**src/rtl/cop_pkg.sv**
```systemverilog
// Shared types and constants for the watchdog block.
// Assumes an 8-bit or wider write data bus.
package cop_pkg;
    typedef enum logic {
        SRC_BUS  = 1'b0,
        SRC_SLOW = 1'b1
    } src_e;

    typedef struct packed {
        logic [1:0] tsel;
        src_e       src;
    } cop_cfg_t;

    localparam logic [1:0] TSEL_OFF    = 2'b00;
    localparam cop_cfg_t   CFG_DEFAULT = '{tsel: 2'b11, src: SRC_SLOW};

    localparam int ADDR_TSEL = 0;
    localparam int ADDR_SRC  = 1;
    localparam int ADDR_KICK = 2;

    localparam logic [7:0] KEY_ARM  = 8'h55;
    localparam logic [7:0] KEY_FIRE = 8'hAA;
endpackage

```
**src/rtl/cop_cfg.sv**
```systemverilog
// Write-once setup registers: limit code and count source.
// Each field accepts the first write after reset; later writes are dropped.
// Assumes rst_n already combines system and power-on reset.
module cop_cfg
    import cop_pkg::*;
#(
    parameter int AW = 2,
    parameter int DW = 8
) (
    input  logic          clk,
    input  logic          rst_n,
    input  logic          wr_en,
    input  logic [AW-1:0] wr_addr,
    input  logic [DW-1:0] wr_data,
    output cop_cfg_t      cfg
);
    logic tsel_lk;
    logic src_lk;
    logic hit_tsel;
    logic hit_src;

    // Decode the two setup addresses
    assign hit_tsel = wr_en && (wr_addr == AW'(ADDR_TSEL));
    assign hit_src  = wr_en && (wr_addr == AW'(ADDR_SRC));

    // Limit code register with its lock bit
    always_ff @(posedge clk) begin
        if (!rst_n) begin
            cfg.tsel <= CFG_DEFAULT.tsel;
            tsel_lk  <= 1'b0;
        end else if (hit_tsel && !tsel_lk) begin
            cfg.tsel <= wr_data[1:0];
            tsel_lk  <= 1'b1;
        end
    end

    // Source select register with its lock bit
    always_ff @(posedge clk) begin
        if (!rst_n) begin
            cfg.src <= CFG_DEFAULT.src;
            src_lk  <= 1'b0;
        end else if (hit_src && !src_lk) begin
            cfg.src <= src_e'(wr_data[0]);
            src_lk  <= 1'b1;
        end
    end


    tsel_lock_chk: assert property (@(posedge clk) disable iff (!rst_n)
        tsel_lk |=> $stable(cfg.tsel));

    src_lock_chk: assert property (@(posedge clk) disable iff (!rst_n)
        src_lk |=> $stable(cfg.src));
endmodule

```
**src/rtl/cop_kick.sv**
```systemverilog
// Two-write key detector for servicing the watchdog.
// Arms on the first key and fires on the second one only while armed.
// Assumes rst_n already combines system and power-on reset.
module cop_kick
    import cop_pkg::*;
#(
    parameter int AW = 2,
    parameter int DW = 8
) (
    input  logic          clk,
    input  logic          rst_n,
    input  logic          wr_en,
    input  logic [AW-1:0] wr_addr,
    input  logic [DW-1:0] wr_data,
    output logic          kick
);
    logic armed;
    logic hit;

    // Decode the service address
    assign hit  = wr_en && (wr_addr == AW'(ADDR_KICK));
    // Second key while armed completes the service
    assign kick = hit && armed && (wr_data == DW'(KEY_FIRE));

    // Arm state: only the first key arms, any write here otherwise disarms
    always_ff @(posedge clk) begin
        if (!rst_n)
            armed <= 1'b0;
        else if (hit)
            armed <= (wr_data == DW'(KEY_ARM));
    end


    arm_chk: assert property (@(posedge clk) disable iff (!rst_n)
        (hit && wr_data == DW'(KEY_ARM)) |=> armed);

    disarm_chk: assert property (@(posedge clk) disable iff (!rst_n)
        (hit && wr_data != DW'(KEY_ARM)) |=> !armed);
endmodule

```
**src/rtl/cop_count.sv**
```systemverilog
// Timeout counter, reset request pulse and sticky timeout flag.
// Bus source freezes on halt, slow source clears on halt.
// Assumes rst_n combines both resets; por_n alone clears the flag.
module cop_count
    import cop_pkg::*;
#(
    parameter int SLOW_E1 = 5,
    parameter int SLOW_E2 = 8,
    parameter int SLOW_E3 = 10,
    parameter int BUS_E1  = 13,
    parameter int BUS_E2  = 16,
    parameter int BUS_E3  = 18
) (
    input  logic     clk,
    input  logic     rst_n,
    input  logic     por_n,
    input  logic     tick,
    input  logic     halt,
    input  logic     kick,
    input  cop_cfg_t cfg,
    output logic     wdog_rst,
    output logic     timeout_flag
);
    localparam int CW = BUS_E3 + 1;

    logic [CW-1:0] cnt;
    logic [CW-1:0] last;
    logic          on;
    logic          step;
    logic          wrap;

    // Last count value before the limit for a given setup
    function automatic logic [CW-1:0] last_val(cop_cfg_t c);
        int            e;
        logic [CW-1:0] one;
        one = CW'(1);
        case (c.tsel)
            2'b01:   e = (c.src == SRC_SLOW) ? SLOW_E1 : BUS_E1;
            2'b10:   e = (c.src == SRC_SLOW) ? SLOW_E2 : BUS_E2;
            default: e = (c.src == SRC_SLOW) ? SLOW_E3 : BUS_E3;
        endcase
        return (one << e) - one;
    endfunction

    // Counting qualifiers
    assign last = last_val(cfg);
    assign on   = (cfg.tsel != TSEL_OFF);
    assign step = !halt && ((cfg.src == SRC_BUS) || tick);
    assign wrap = on && !kick && step && (cnt == last);

    // Counter and one-cycle request pulse
    always_ff @(posedge clk) begin
        if (!rst_n) begin
            cnt      <= '0;
            wdog_rst <= 1'b0;
        end else begin
            wdog_rst <= wrap;
            if (!on || kick || wrap || (halt && cfg.src == SRC_SLOW))
                cnt <= '0;
            else if (step)
                cnt <= cnt + 1'b1;
        end
    end

    // Sticky flag, cleared only at power-on reset
    always_ff @(posedge clk) begin
        if (!por_n)
            timeout_flag <= 1'b0;
        else if (rst_n && wrap)
            timeout_flag <= 1'b1;
    end


    pulse_single_chk: assert property (@(posedge clk) disable iff (!rst_n)
        wdog_rst |=> !wdog_rst);

    off_idle_chk: assert property (@(posedge clk) disable iff (!rst_n)
        (cfg.tsel == TSEL_OFF) |=> (cnt == '0 && !wdog_rst));

    bus_freeze_chk: assert property (@(posedge clk) disable iff (!rst_n)
        (cfg.src == SRC_BUS && halt && !kick) |=> $stable(cnt));

    slow_zero_chk: assert property (@(posedge clk) disable iff (!rst_n)
        (cfg.src == SRC_SLOW && halt) |=> (cnt == '0));

    kick_clear_chk: assert property (@(posedge clk) disable iff (!rst_n)
        kick |=> (cnt == '0 && !wdog_rst));

    flag_sticky_chk: assert property (@(posedge clk) disable iff (!por_n)
        timeout_flag |=> timeout_flag);

    flag_with_pulse_chk: assert property (@(posedge clk) disable iff (!por_n)
        wdog_rst |-> timeout_flag);
endmodule

```
**src/rtl/cop_watchdog.sv**
```systemverilog
// Top of the watchdog: setup registers, key detector and counter.
// Inputs are synchronous to clk; tick_1k is a one-cycle enable.
module cop_watchdog
    import cop_pkg::*;
#(
    parameter int AW      = 2,
    parameter int DW      = 8,
    parameter int SLOW_E1 = 5,
    parameter int SLOW_E2 = 8,
    parameter int SLOW_E3 = 10,
    parameter int BUS_E1  = 13,
    parameter int BUS_E2  = 16,
    parameter int BUS_E3  = 18
) (
    input  logic          clk,
    input  logic          rst_n,
    input  logic          por_n,
    input  logic          tick_1k,
    input  logic          stop_mode,
    input  logic          debug_mode,
    input  logic          wr_en,
    input  logic [AW-1:0] wr_addr,
    input  logic [DW-1:0] wr_data,
    output logic          wdog_rst,
    output logic          timeout_flag
);
    logic     any_rst_n;
    cop_cfg_t cfg;
    logic     kick;
    logic     halt;

    // Either reset clears the working state
    assign any_rst_n = rst_n & por_n;
    // Stop and debug are treated alike
    assign halt      = stop_mode | debug_mode;

    cop_cfg #(.AW(AW), .DW(DW)) u_cfg (
        .clk     (clk),
        .rst_n   (any_rst_n),
        .wr_en   (wr_en),
        .wr_addr (wr_addr),
        .wr_data (wr_data),
        .cfg     (cfg)
    );

    cop_kick #(.AW(AW), .DW(DW)) u_kick (
        .clk     (clk),
        .rst_n   (any_rst_n),
        .wr_en   (wr_en),
        .wr_addr (wr_addr),
        .wr_data (wr_data),
        .kick    (kick)
    );

    cop_count #(
        .SLOW_E1 (SLOW_E1), .SLOW_E2 (SLOW_E2), .SLOW_E3 (SLOW_E3),
        .BUS_E1  (BUS_E1),  .BUS_E2  (BUS_E2),  .BUS_E3  (BUS_E3)
    ) u_count (
        .clk          (clk),
        .rst_n        (any_rst_n),
        .por_n        (por_n),
        .tick         (tick_1k),
        .halt         (halt),
        .kick         (kick),
        .cfg          (cfg),
        .wdog_rst     (wdog_rst),
        .timeout_flag (timeout_flag)
    );


    reset_quiet_chk: assert property (@(posedge clk)
        !any_rst_n |=> !wdog_rst);
endmodule

```
**config.mk**
```make
export PLATFORM = sky130hd
export DESIGN_NAME = cop_watchdog
export DESIGN_NICKNAME = d
export VERILOG_FILES = /design/src/rtl/cop_pkg.sv /design/src/rtl/cop_cfg.sv /design/src/rtl/cop_kick.sv /design/src/rtl/cop_count.sv /design/src/rtl/cop_watchdog.sv
export SDC_FILE = /design/constraint.sdc
export NUM_CORES = 1
export LEC_CHECK = 0
export BUFFER_PORTS_ARGS = -buffer_cell sky130_fd_sc_hd__buf_2
export CAP_MARGIN = 25
export CORE_AREA = 2 2 66 68
export DETAILED_ROUTE_END_ITERATION = 10
export DIE_AREA = 0 0 68 70
export GPL_TIMING_DRIVEN = 1
export PLACE_DENSITY = 0.81
export SLEW_MARGIN = 20
export SYNTH_ARGS = -nofsm -noshare
export SYNTH_HDL_FRONTEND = slang
export SYNTH_SLANG_ARGS = --single-unit
```
**constraint.sdc**
```tcl
create_clock -name clk -period 2.95 [get_ports clk]
set_clock_uncertainty 0.1 [all_clocks]
set_input_delay 0.4425 -clock clk [delete_from_list [all_inputs] [get_ports clk]]
set_output_delay 0.4425 -clock clk [all_outputs]
set_load 0.005 [all_outputs]
```
==> summary.txt, run 1 <==
Run status
  – Status: complete, no violations

Route
  – Routed Antenna Nets: 0
  – DRC Markers: 0
  – Vias per cell: 6.18
  – DRT Wirelength: 4830 um
  – Vias: 1,940
  – Detailed Routing Iterations Pass 1: 4
  – Initial DRC Count: 167
  – Drt wl/cell: 15.4 um

CTS
  – Clk pin slew, worst setup/hold paths: 0.09 ns
  – H-tree level count: 1
  – Clk sinks: 27
  – Clk root buf: clkbuf_8
  – Post-CTS Setup Repair Bufs: 0
  – CTS tree: done
  – Clock latency on the worst-skew pair: 0.28 ns
  – Clock tree buffer depth: 2
  – Clock buffer count from CTS: 3

Place
  – Dpl ws: 0.257 ns
  – Dpl hpwl: 3630 um
  – Inst Count DP: 310
  – Port bufs: 18
  – Routability cong.: 0.886

Timing
  – Setup TNS Final: 0 ns
  – Worst-margin pin slew: 0.720 ns
  – Tmin final: 2.71 ns
  – RSZ-0062 raised after global routing: false
  – FMAX: 369 MHz
  – Final Hold Viols: 0
  – Final period util: 92.0%
  – Slew Limit Headroom: 51.9%
  – Fin. max-slew vios: 0
  – PnR worst setup slack: 0.237 ns
  – Endpoints failing setup: 0
  – Worst hold margin: 0.293 ns

Flow run
  – Max-cap check violation count: 0

GRT
  – Initial antenna violation count: 0
  – Met1 GRT Util: 30.0%
  – First-pass GRT wire length: 8200 um
  – GR Util met2: 34.5%
  – GRT Resource Usage Total: 22.4%
  – Met3 Usage GRT: 4.67%
  – Total gr overflow: 0
  – GRT busiest layer: met2
  – Largest net degree at the start of global routing: 22
  – Vias in the first global route: 1,796

Hold path
  – Hold path startpoint: por_n
  – Hold Path Class: in2reg

Floorplanning
  – Top Ports: 19
  – Core Box Area: 0.00414 mm2
  – Die extent in y: 70 um
  – Die area: 0.00476 mm2
  – Cell Rows: 24
  – Initial core utilization: 52.3%
  – Die Wd: 68 um

Layout
  – Share of cells above drive strength 1: 18.3%
  – Fin cells: 314
  – Antenna cells: 0
  – Final Net Count: 287
  – Area delta synth->final: 7.73%

Critical path
  – Setup crit end kind: flop
  – Crit path max-delay family: simple AND/OR/NAND/NOR gates
  – CP cell instances: inv_1, ha_1, nor2b_2, buf_4, or4_4, a211oi_2, nand4b_4, nand2_4, a31oi_1
  – Worst r2r src: u_cfg.cfg[1]
  – Slowest stage cell, crit path: or4_4
  – Worst Setup SP: u_cfg.cfg[1]
  – Critical path arrival: 2.82 ns
  – Delay of the slowest cell on the worst path: 0.49 ns
  – CP Launch Type: flop
  – Crit path required time: 3.06 ns
  – Maximum fanout along the worst path: 19
  – Worst Path Buf+Inv: 2
  – WS Path Type: reg2reg

Yosys
  – Synth top area share: 24.9%
  – Largest cells by area after synthesis: dfxtp_1 25%, a31oi_1 6.6%, xor2_1 6.1%, ha_1 4.0%, xnor2_1 2.8%
  – Syn_nets: 271
  – Count of cell types in the netlist: 70
  – Synth warn: 0
  – Sequential-to-total area share from yosys stat: 24.9%
  – Top FF cell, synth: dfxtp_1
  – Cells after synthesis: 247
  – Synth cell count leaders: 27 x dfxtp_1, 23 x a31oi_1, 15 x xor2_1, 14 x nor2_1, 12 x nand2_1
  – Largest area contributor in the netlist: dfxtp_1
  – Post-synthesis sequential element count: 27
  – Synth async-reset ratio: 0%
  – Mapped cell area: 0.00217 mm2
  – Avg Synthesized Cell Area: 8.78 um2
  – Most frequent cell after synthesis: dfxtp_1
  – Post-synth EDFFs: 0

Power and ir drop
  – Lkg Pwr: 0.830 nW
  – Worst VDD drop: 0.279 mV
  – PwrDens: 287 mW/mm2
  – Final Total Pwr: 672 uW
where the power goes:
group / switching (mW) / internal [mW]
clock: 0.117 / 0.0972
sequential: 0.00320 / 0.366
combinational: 0.0513 / 0.0366
total: 0.172 / 0.500
path summary, 6_finish.rpt:
| path | endpoint | slack, ns | cells past startpoint |
|---|---|---|---|
| min reg2reg | u_count.timeout_flag | 0.37 | 2 |
| max reg2reg | u_count.cnt[0] | 0.24 | 9 |
| min | u_count.timeout_flag | 0.29 | 3 |
| max | u_count.cnt[0] | 0.24 | 9 |
through the flow:
| stage | utilization (%) | instance area [um2] |
|---|---|---|
| after floorplan | - | 2170 |
| after global placement | 55.2 | 2290 |
| after detailed placement | 55.2 | 2290 |
| after CTS | 56.3 | 2330 |
| after global routing | 56.4 | 2340 |
| final | 56.4 | 2340 |
state kept, by name, indices dropped and copies added (netlist names):
register              flops
u_count.cnt              19
u_cfg.src_lk              1
u_cfg.cfg                 3
u_count.timeout_flag      1
u_kick.armed              1
u_cfg.tsel_lk             1
u_count.wdog_rst          1
layout make-up:
| class | count | area [um2] |
|---|---|---|
| fillers | 367 | 1810 |
| clock buffers | 4 | 45.0 |
| multi-input cells | 199 | 1500 |
| well taps | 52 | 65.1 |
| flip-flops and latches | 27 | 541 |
| inverters | 7 | 26.3 |
| repair buffers | 25 | 155 |
worst min-delay path, cell delays in order:
cell and delay [ns]:
buf_2 0.10, nand2_1 0.07, o41ai_2 0.04
metal layers:
layer | share of wire [%] | up-vias
li1 | - | 973
met1 | 43 | 908
met2 | 49 | 46
met3 | 4.7 | 13
met4 | 3.0 | 0
met5 | 0 | -
layout by cell type, fill, tap and decap left out, drive strengths merged, types with 6 or more instances in the layout:
cell type / instances
buf: 25
a31oi: 23
nand4: 8
dfxtp: 27
xnor2: 7
xor2: 15
ha: 7
nor2: 14
nand2: 13
a211o: 6
a21oi: 6
nand3: 11
inv: 7
nand2b: 11
kinds of logic after synthesis:
logic type,synth area share (%)
DFF,24.9
xor gates and xnor gates,8.89
AOI/OAI and AO/OA,25.4
muxes,1.38
and+or+nand+nor,29.5
buffers and inverters,5.83
adders and majority gates,4.04
repair_timing:
| action | CTS | global route |
|---|---|---|
| gates resized for setup | 0 | 1 |
| hold buffers | 0 | 0 |
| endpoints found under the setup margin | 0 | 1 |
(Power assumes the default switching activity.)
==> run 2: changes to the inputs <==
CORE_AREA = 2 2 65 67   (was 2 2 66 68)
DIE_AREA = 0 0 67 69   (was 0 0 68 70)
SYNTH_HIERARCHICAL = 1   (was unset)
==> run 2 against run 1 <==
Die area down 2.9%. Worst hold slack worse by 0.027 ns. Via count down 10%. Worst setup slack worse by 0.093 ns. Non-clock buffer count increased by 3. Critical endpoint is now u_count/timeout_flag. Largest cell class unchanged.
==> summary.txt, run 2 <==
Run status
  – Status: complete, no violations

Critical path
  – Delay of the slowest cell on the worst path: 0.43 ns (-0.06 ns)
  – CP cell instances: inv_1, ha_1, nor2b_1, o221ai_2, mux2i_1, a2111oi_2, nand3_1, nor3_1, o21a_1
  – Crit path required time: 3.08 ns (+0.02 ns)
  – WS Path Type: reg2reg
  – Setup crit end kind: flop
  – Crit path max-delay family: simple AND/OR/NAND/NOR gates
  – WP depth: 9 (unchanged)
  – Worst Path Buf+Inv: 1 (-1)
  – Worst reg2reg path depth: 9 (unchanged)
  – CP Launch Type: flop
  – Slowest stage cell, crit path: nor2b_1
  – Critical path arrival: 2.94 ns (+0.12 ns)
  – Maximum fanout along the worst path: 7 (-12)

Yosys
  – Post-synth EDFFs: 0 (unchanged)
  – Synth cell count leaders: 27 x dfxtp_1, 19 x nor2_1, 15 x nand2_1, 15 x xnor2_1, 12 x xor2_1
  – Post-synthesis sequential element count: 27 (unchanged)
  – Mapped cell area: 0.00210 mm2 (-3.1%)
  – Largest cells by area after synthesis: dfxtp_1 26%, xnor2_1 6.3%, xor2_1 5.0%, ha_1 4.2%, nor2_1 3.4%
  – Most frequent cell after synthesis: dfxtp_1
  – Syn_nets: 262 (-3.3%)
  – Synth warn: 6 (+6)
  – Synth top area share: 25.7% (+0.79 points)
  – Count of cell types in the netlist: 64 (-8.6%)
  – Top FF cell, synth: dfxtp_1
  – Cells after synthesis: 238 (-3.6%)
  – Avg Synthesized Cell Area: 8.83 um2 (+0.61%)
  – Synth async-reset ratio: 0% (unchanged)
  – Largest area contributor in the netlist: dfxtp_1
  – Sequential-to-total area share from yosys stat: 25.7% (+0.79 points)

GRT
  – Total gr overflow: 0 (unchanged)
  – First-pass GRT wire length: 7460 um (-9.1%)
  – GRT Resource Usage Total: 20.3% (-2.1 points)
  – Vias in the first global route: 1,657 (-7.7%)
  – Initial antenna violation count: 0 (unchanged)
  – Largest net degree at the start of global routing: 20 (-9.1%)

Timing
  – Tmin final: 2.81 ns (+0.0933 ns)
  – Setup TNS Final: 0 ns (unchanged)
  – PnR worst setup slack: 0.144 ns (-0.0933 ns)
  – FMAX: 356 MHz (-3.3%)
  – Slew Limit Headroom: 62.1% (+10 points)
  – Final period util: 95.1% (+3.2 points)
  – Fin. max-slew vios: 0 (unchanged)
  – Final Hold Viols: 0 (unchanged)
  – RSZ-0062 raised after global routing: false
  – Worst-margin pin slew: 0.568 ns (-0.152 ns)
  – Endpoints failing setup: 0 (unchanged)
  – Worst hold margin: 0.266 ns (-0.0269 ns)

Place
  – Dpl ws: 0.172 ns (-0.0855 ns)
  – Port bufs: 18 (unchanged)
  – Dpl hpwl: 3310 um (-8.7%)
  – Routability cong.: 0.924 (+4.3%)

Layout
  – Commonest non-fill, non-tap cell in the layout: dfxtp_1
  – Area delta synth->final: 9.11%
  – Max reg flops: 19 (unchanged)
  – Share of cells above drive strength 1: 21.7% (+3.4 points)
  – Top reg by flops: u_count/cnt
  – Antenna cells: 0 (unchanged)
  – Layout Utilization: 58.6% (+2.2 points)
  – Commonest cells after routing, fill and taps aside: 27 x dfxtp_1, 19 x nor2_1, 18 x buf_2
  – Final Net Count: 283 (-1.4%)
  – Largest regs: u_count/cnt: 19 flops, u_cfg/cfg: 3 flops

CTS
  – Post-CTS resize count: 0 (unchanged)
  – Clk sinks: 27 (unchanged)
  – Clock buffer count from CTS: 3 (unchanged)
  – Clock latency on the worst-skew pair: 0.28 ns (about the same)
  – Clk pin slew, worst setup/hold paths: 0.09 ns (about the same)
  – Post-CTS Setup Repair Bufs: 0 (unchanged)
  – CTS tree: done
  – Clk root buf: clkbuf_8
  – Post-cts hold buffer count: 0 (unchanged)
  – H-tree level count: 1 (unchanged)
  – Clock tree buffer depth: 2 (unchanged)

Floorplanning
  – Die extent in y: 69 um (-1.4%)
  – Top Ports: 19 (unchanged)
  – Initial core utilization: 53.7% (+1.4 points)
  – Die area: 0.00462 mm2 (-2.9%)
  – Cell Rows: 23 (-4.2%)
  – Die Wd: 67 um (-1.5%)
  – Core Box Area: 0.00391 mm2 (-5.6%)

Route
  – Metal-1 WL: 2090 um (+0.19%)
  – Top layer in use: met4
  – Drt wl/cell: 14.2 um (-7.4%)
  – DRC Markers: 0 (unchanged)
  – Vias per cell: 5.67 (-8.2%)
  – Routed Antenna Nets: 0 (unchanged)
  – Initial DRC Count: 149 (-11%)
  – DRT Wirelength: 4390 um (-9.2%)
  – Vias: 1,746 (-10%)
  – Met2 WL: 2080 um (-12%)
  – Detailed Routing Iterations Pass 1: 5 (+1)
  – Wire length on met3: 156 um (-31%)

Hold path
  – Hold Crit Depth: 2 (-1)
  – Hold Path Class: in2reg

Power and ir drop
  – Worst VDD drop: 0.265 mV (-5.1%)
  – Lkg Pwr: 0.785 nW (-5.4%)
  – PwrDens: 284 mW/mm2 (-1.1%)
  – Final Total Pwr: 652 uW (-2.9%)

Flow run
  – Max-cap check violation count: 0 (unchanged)
-- run 2: through the flow --
| stage | instance area [um2] | instances |
|---|---|---|
| 6_report | 2290 | 308 |
| 5_1_grt | 2290 | 308 |
| 4_1_cts | 2290 | 308 |
| 3_5_place_dp | 2240 | 304 |
| 3_3_place_gp | 2240 | 304 |
| 2_1_floorplan | 2100 | 238 |
-- run 2: cells by family after synthesis --
logic type | after synthesis | synth area share [%]
simple gates | 111 | 33.9
compound gates | 40 | 16.7
xor+xnor | 27 | 11.3
flops | 27 | 25.7
buf+inv | 22 | 6.43
fa+ha+maj | 7 | 4.17
mux | 4 | 1.90
-- run 2: final cells by class --
class | count | area [um2]
fill | 355 | 1620
multi-input combinational | 189 | 1430
sequential | 27 | 541
timing repair buffer | 28 | 178
tap | 50 | 62.6
clock buffer | 3 | 41.3
inverter | 10 | 37.5
clock inverter | 1 | 7.51
-- run 2: worst paths after layout --
check	startpoint	endpoint	slack, ns
setup / recovery	u_cfg/cfg[1]	u_count/timeout_flag	0.14
hold reg to reg	u_cfg/src_lk	u_cfg/src_lk	0.37
setup reg to reg	u_cfg/cfg[1]	u_count/timeout_flag	0.14
hold / removal	por_n	u_count/timeout_flag	0.27
-- run 2: worst register-to-register path: cells and delay by family, from the launching register on --
family | cells | cell delay [ns]
adder cells (fa/ha/maj) | 1 | 0.41
AND/OR/NAND/NOR | 3 | 0.98
AO/OA/AOI/OAI | 3 | 0.62
multiplexers | 1 | 0.16
flip-flops | 1 | 0.39
buffers and inverters | 1 | 0.10
-- run 2: per-layer routing --
| metal | GRT usage (%) | vias to the layer above |
|---|---|---|
| met4 | 6.12 | 0 |
| met2 | 32.7 | 31 |
| met3 | 2.94 | 7 |
| met1 | 27.6 | 823 |
| met5 | 0 | - |
| li1 | - | 885 |
-- run 2: report_power, final --
group | internal (mW) | total [mW] | switching, mW
combinational | 0.0311 | 0.0665 | 0.0354
clock | 0.0962 | 0.218 | 0.122
sequential | 0.365 | 0.367 | 0.00188
total | 0.493 | 0.652 | 0.159
==> run 3: changes to the inputs <==
ABC_AREA = 1   (was unset)
PLACE_DENSITY = 0.8   (was 0.81)
==> run 3 against run 2 <==
Cell area fell by 2.1%. Sequential share of layout area increased by 0.51 points. Count of clock-buffer cells in the layout up 1. Register-to-register slack improved by 0.16 ns. Combinational power grew 23%. Highest routed layer unchanged. Synthesized cell count is 35% higher. Worst setup slack better by 0.16 ns. Non-clock buffer count is 10 lower. Worst hold slack improved by 0.020 ns. Total power rose by 0.12%. Clock power decreased by 7%. Via count is 8.8% higher.
==> summary.txt, run 3 <==
GRT
  – Met1 GRT Util: 27.3% (-0.29 points)
  – GRT Resource Usage Total: 20.2% (-0.086 points)
  – Total gr overflow: 0 (unchanged)
  – GR Util met2: 33.7% (+0.99 points)
  – GRT busiest layer: met2
  – Met3 Usage GRT: 1.96% (-0.98 points)
  – Vias in the first global route: 1,887 (+14%)
  – Largest net degree at the start of global routing: 20 (unchanged)
  – Initial antenna violation count: 0 (unchanged)
  – First-pass GRT wire length: 7650 um (+2.6%)

Hold path
  – Hold path startpoint: por_n
  – Worst Hold End: u_count/timeout_flag
  – Hold Path Class: in2reg
  – Hold Crit Depth: 3 (+1)

Layout
  – Commonest cells after routing, fill and taps aside: 89 x nand2_1, 46 x inv_1, 34 x nor2_1
  – Final Net Count: 367 (+30%)
  – Largest regs: u_count/cnt: 19 flops, u_cfg/cfg: 3 flops
  – Commonest non-fill, non-tap cell in the layout: nand2_1
  – Share of cells above drive strength 1: 19.6% (-2.1 points)
  – Top reg by flops: u_count/cnt
  – Max reg flops: 19 (unchanged)
  – Fill cells: 392 (+10%)
  – Antenna cells: 0 (unchanged)
  – Area delta synth->final: 8.60%

CTS
  – H-tree level count: 1 (unchanged)
  – Clk pin slew, worst setup/hold paths: 0.09 ns (about the same)
  – Clk sinks: 27 (unchanged)
  – Clock buffer count from CTS: 3 (unchanged)
  – Clock latency on the worst-skew pair: 0.26 ns (-0.02 ns)
  – Post-cts hold buffer count: 0 (unchanged)
  – Post-CTS Setup Repair Bufs: 0 (unchanged)
  – Clock tree buffer depth: 2 (unchanged)
  – Post-CTS resize count: 0 (unchanged)
  – CTS tree: done
  – Clk root buf: clkbuf_8

Yosys
  – Mux share of post-synthesis cell area: 0% (-1.9 points)
  – Mapped cell area: 0.00207 mm2 (-1.7%)
  – Post-synthesis sequential element count: 27 (unchanged)
  – Synth async-reset ratio: 0% (unchanged)
  – Xor/xnor share of the synthesized area: 8.47% (-2.8 points)
  – Largest area contributor in the netlist: dfxtp_1
  – Synth top area share: 26.2% (+0.44 points)
  – Most frequent cell after synthesis: nand2_1
  – Post-synth EDFFs: 0 (unchanged)
  – Cells after synthesis: 321 (+35%)
  – Top FF cell, synth: dfxtp_1
  – Syn_nets: 345 (+32%)
  – Synth Area in Compound Gates: 4.96% (-12 points)
  – Sequential-to-total area share from yosys stat: 26.2% (+0.44 points)
  – Synth warn: 6 (unchanged)
  – Post-Synth Simple-Gate Area: 45.9% (+12 points)
  – Area share of fa/ha/maj cells after synthesis: 4.24% (+0.071 points)
  – Avg Synthesized Cell Area: 6.44 um2 (-27%)
  – Synth cell count leaders: 89 x nand2_1, 46 x inv_1, 34 x nor2_1, 27 x dfxtp_1, 22 x nand3_1
  – Largest cells by area after synthesis: dfxtp_1 26%, nand2_1 16%, inv_1 8.4%, nor2_1 6.2%, xor2_1 5.5%
  – Count of cell types in the netlist: 27 (-58%)
  – Main combinational cell family by area after synthesis: simple AND/OR/NAND/NOR gates

Floorplanning
  – Core Box Area: 0.00391 mm2 (unchanged)
  – Die area: 0.00462 mm2 (unchanged)
  – Die extent in y: 69 um (unchanged)
  – Top Ports: 19 (unchanged)
  – Cell Rows: 23 (unchanged)
  – Initial core utilization: 52.8% (-0.90 points)
  – Die Wd: 67 um (unchanged)

Route
  – DRC Markers: 0 (unchanged)
  – Drt wl/cell: 10.3 um (-28%)
  – Initial DRC Count: 120 (-19%)
  – Routed Antenna Nets: 0 (unchanged)
  – Vias per cell: 4.85 (-14%)
  – Vias: 1,900 (+8.8%)
  – Detailed Routing Iterations Pass 1: 4 (-1)
  – DRT Wirelength: 4040 um (-7.8%)

Timing
  – Slew Limit Headroom: 75.2% (+13 points)
  – PnR worst setup slack: 0.304 ns (+0.161 ns)
  – Fin. max-slew vios: 0 (unchanged)
  – RSZ-0062 raised after global routing: false
  – Setup TNS Final: 0 ns (unchanged)
  – FMAX: 378 MHz (+6.1%)
  – Endpoints failing setup: 0 (unchanged)
  – Final Hold Viols: 0 (unchanged)
  – Worst-margin pin slew: 0.369 ns (-0.199 ns)
  – Tmin final: 2.65 ns (-0.161 ns)
  – Final period util: 89.7% (-5.4 points)

Critical path
  – Setup crit end kind: flop
  – WS Path Type: reg2reg
  – Worst Setup SP: u_cfg/cfg[1]
  – Critical path arrival: 2.70 ns (-0.24 ns)
  – Crit Reg-Reg Endpoint: u_count/cnt[18]
  – CP Launch Type: flop
  – Crit path required time: 3.00 ns (-0.08 ns)
  – Worst r2r src: u_cfg/cfg[1]
  – Worst reg2reg path depth: 15 (+6)
  – Maximum fanout along the worst path: 19 (+12)
  – R2R setup slack: 0.30 ns (+0.16 ns)

Place
  – Routability cong.: 0.880 (-4.7%)
  – Dpl ws: 0.319 ns (+0.147 ns)
  – Dpl hpwl: 3310 um (about the same)
  – Port bufs: 18 (unchanged)

Run status
  – Status: complete, no violations

Power and ir drop
  – Worst VDD drop: 0.181 mV (-32%)
  – PwrDens: 291 mW/mm2 (+2.3%)
  – Lkg Pwr: 1.04 nW (+33%)

Flow run
  – Max-cap check violation count: 0 (unchanged)
## run 3: worst max path at each step
stage | end | slack [ns] | cells after the start
after floorplan | u_count/cnt[10] | 0.64 | 16
after global placement | u_count/cnt[18] | 0.40 | 16
after detailed placement | u_count/cnt[18] | 0.32 | 16
after CTS | u_count/cnt[18] | 0.30 | 16
after global routing | u_count/cnt[5] | 0.07 | 15
final | u_count/cnt[18] | 0.30 | 15
## run 3: metal layers
| layer | up-vias | share of wire (%) |
|---|---|---|
| met3 | 4 | 2.7 |
| met2 | 26 | 48 |
| met5 | - | 0 |
| met4 | 0 | 1.2 |
| met1 | 840 | 48 |
| li1 | 1030 | - |
## run 3: cells by family (layout without fill, tap and decap cells)
logic type / after synthesis / after routing
AOI/OAI and AO/OA: 17 / 17
adders and majority gates: 7 / 7
and+or+nand+nor: 198 / 198
xor gates and xnor gates: 20 / 20
DFF: 27 / 27
buffers and inverters: 52 / 73
## run 3: through the flow
| step | cells | instance area (um2) | power [mW] | hold slack [ns] | util [%] |
|---|---|---|---|---|---|
| floorplan | 321 | 2070 | 0.435 | 0.340 | - |
| global placement | 388 | 2200 | 0.457 | 0.328 | 56.2 |
| detailed placement | 388 | 2200 | 0.458 | 0.338 | 56.2 |
| CTS | 392 | 2240 | 0.662 | 0.279 | 57.4 |
| global route | 392 | 2240 | 0.689 | 0.316 | 57.4 |
| finish | 392 | 2240 | 0.653 | 0.286 | 57.4 |
## run 3: power by group
| group | switching [mW] | internal, mW |
|---|---|---|
| Sequential | 0.00209 | 0.366 |
| Combinational | 0.0519 | 0.0295 |
| Clock | 0.106 | 0.0965 |
| Total | 0.160 | 0.492 |
## run 3: critical path: stages (launching register included)
cell     delay, ns
dfxtp_1       0.39
inv_1         0.10
ha_1          0.39
nand2_1       0.10
nand2_1       0.06
nand2_2       0.13
inv_2         0.07
nand2_1       0.13
nand2_1       0.14
nor2_2        0.16
xnor2_1       0.13
nand3_1       0.12
nor2_2        0.13
nand2_2       0.08
nand2_4       0.22
nor2_1        0.08
## run 3: layout make-up
class / count / area [um2] / area share [%]
clock buffers: 4 / 45.0 / 2.01
inverters: 51 / 191 / 8.53
multi-input cells: 242 / 1320 / 58.6
flip-flops and latches: 27 / 541 / 24.1
well taps: 50 / 62.6 / 2.79
repair buffers: 18 / 90.1 / 4.01
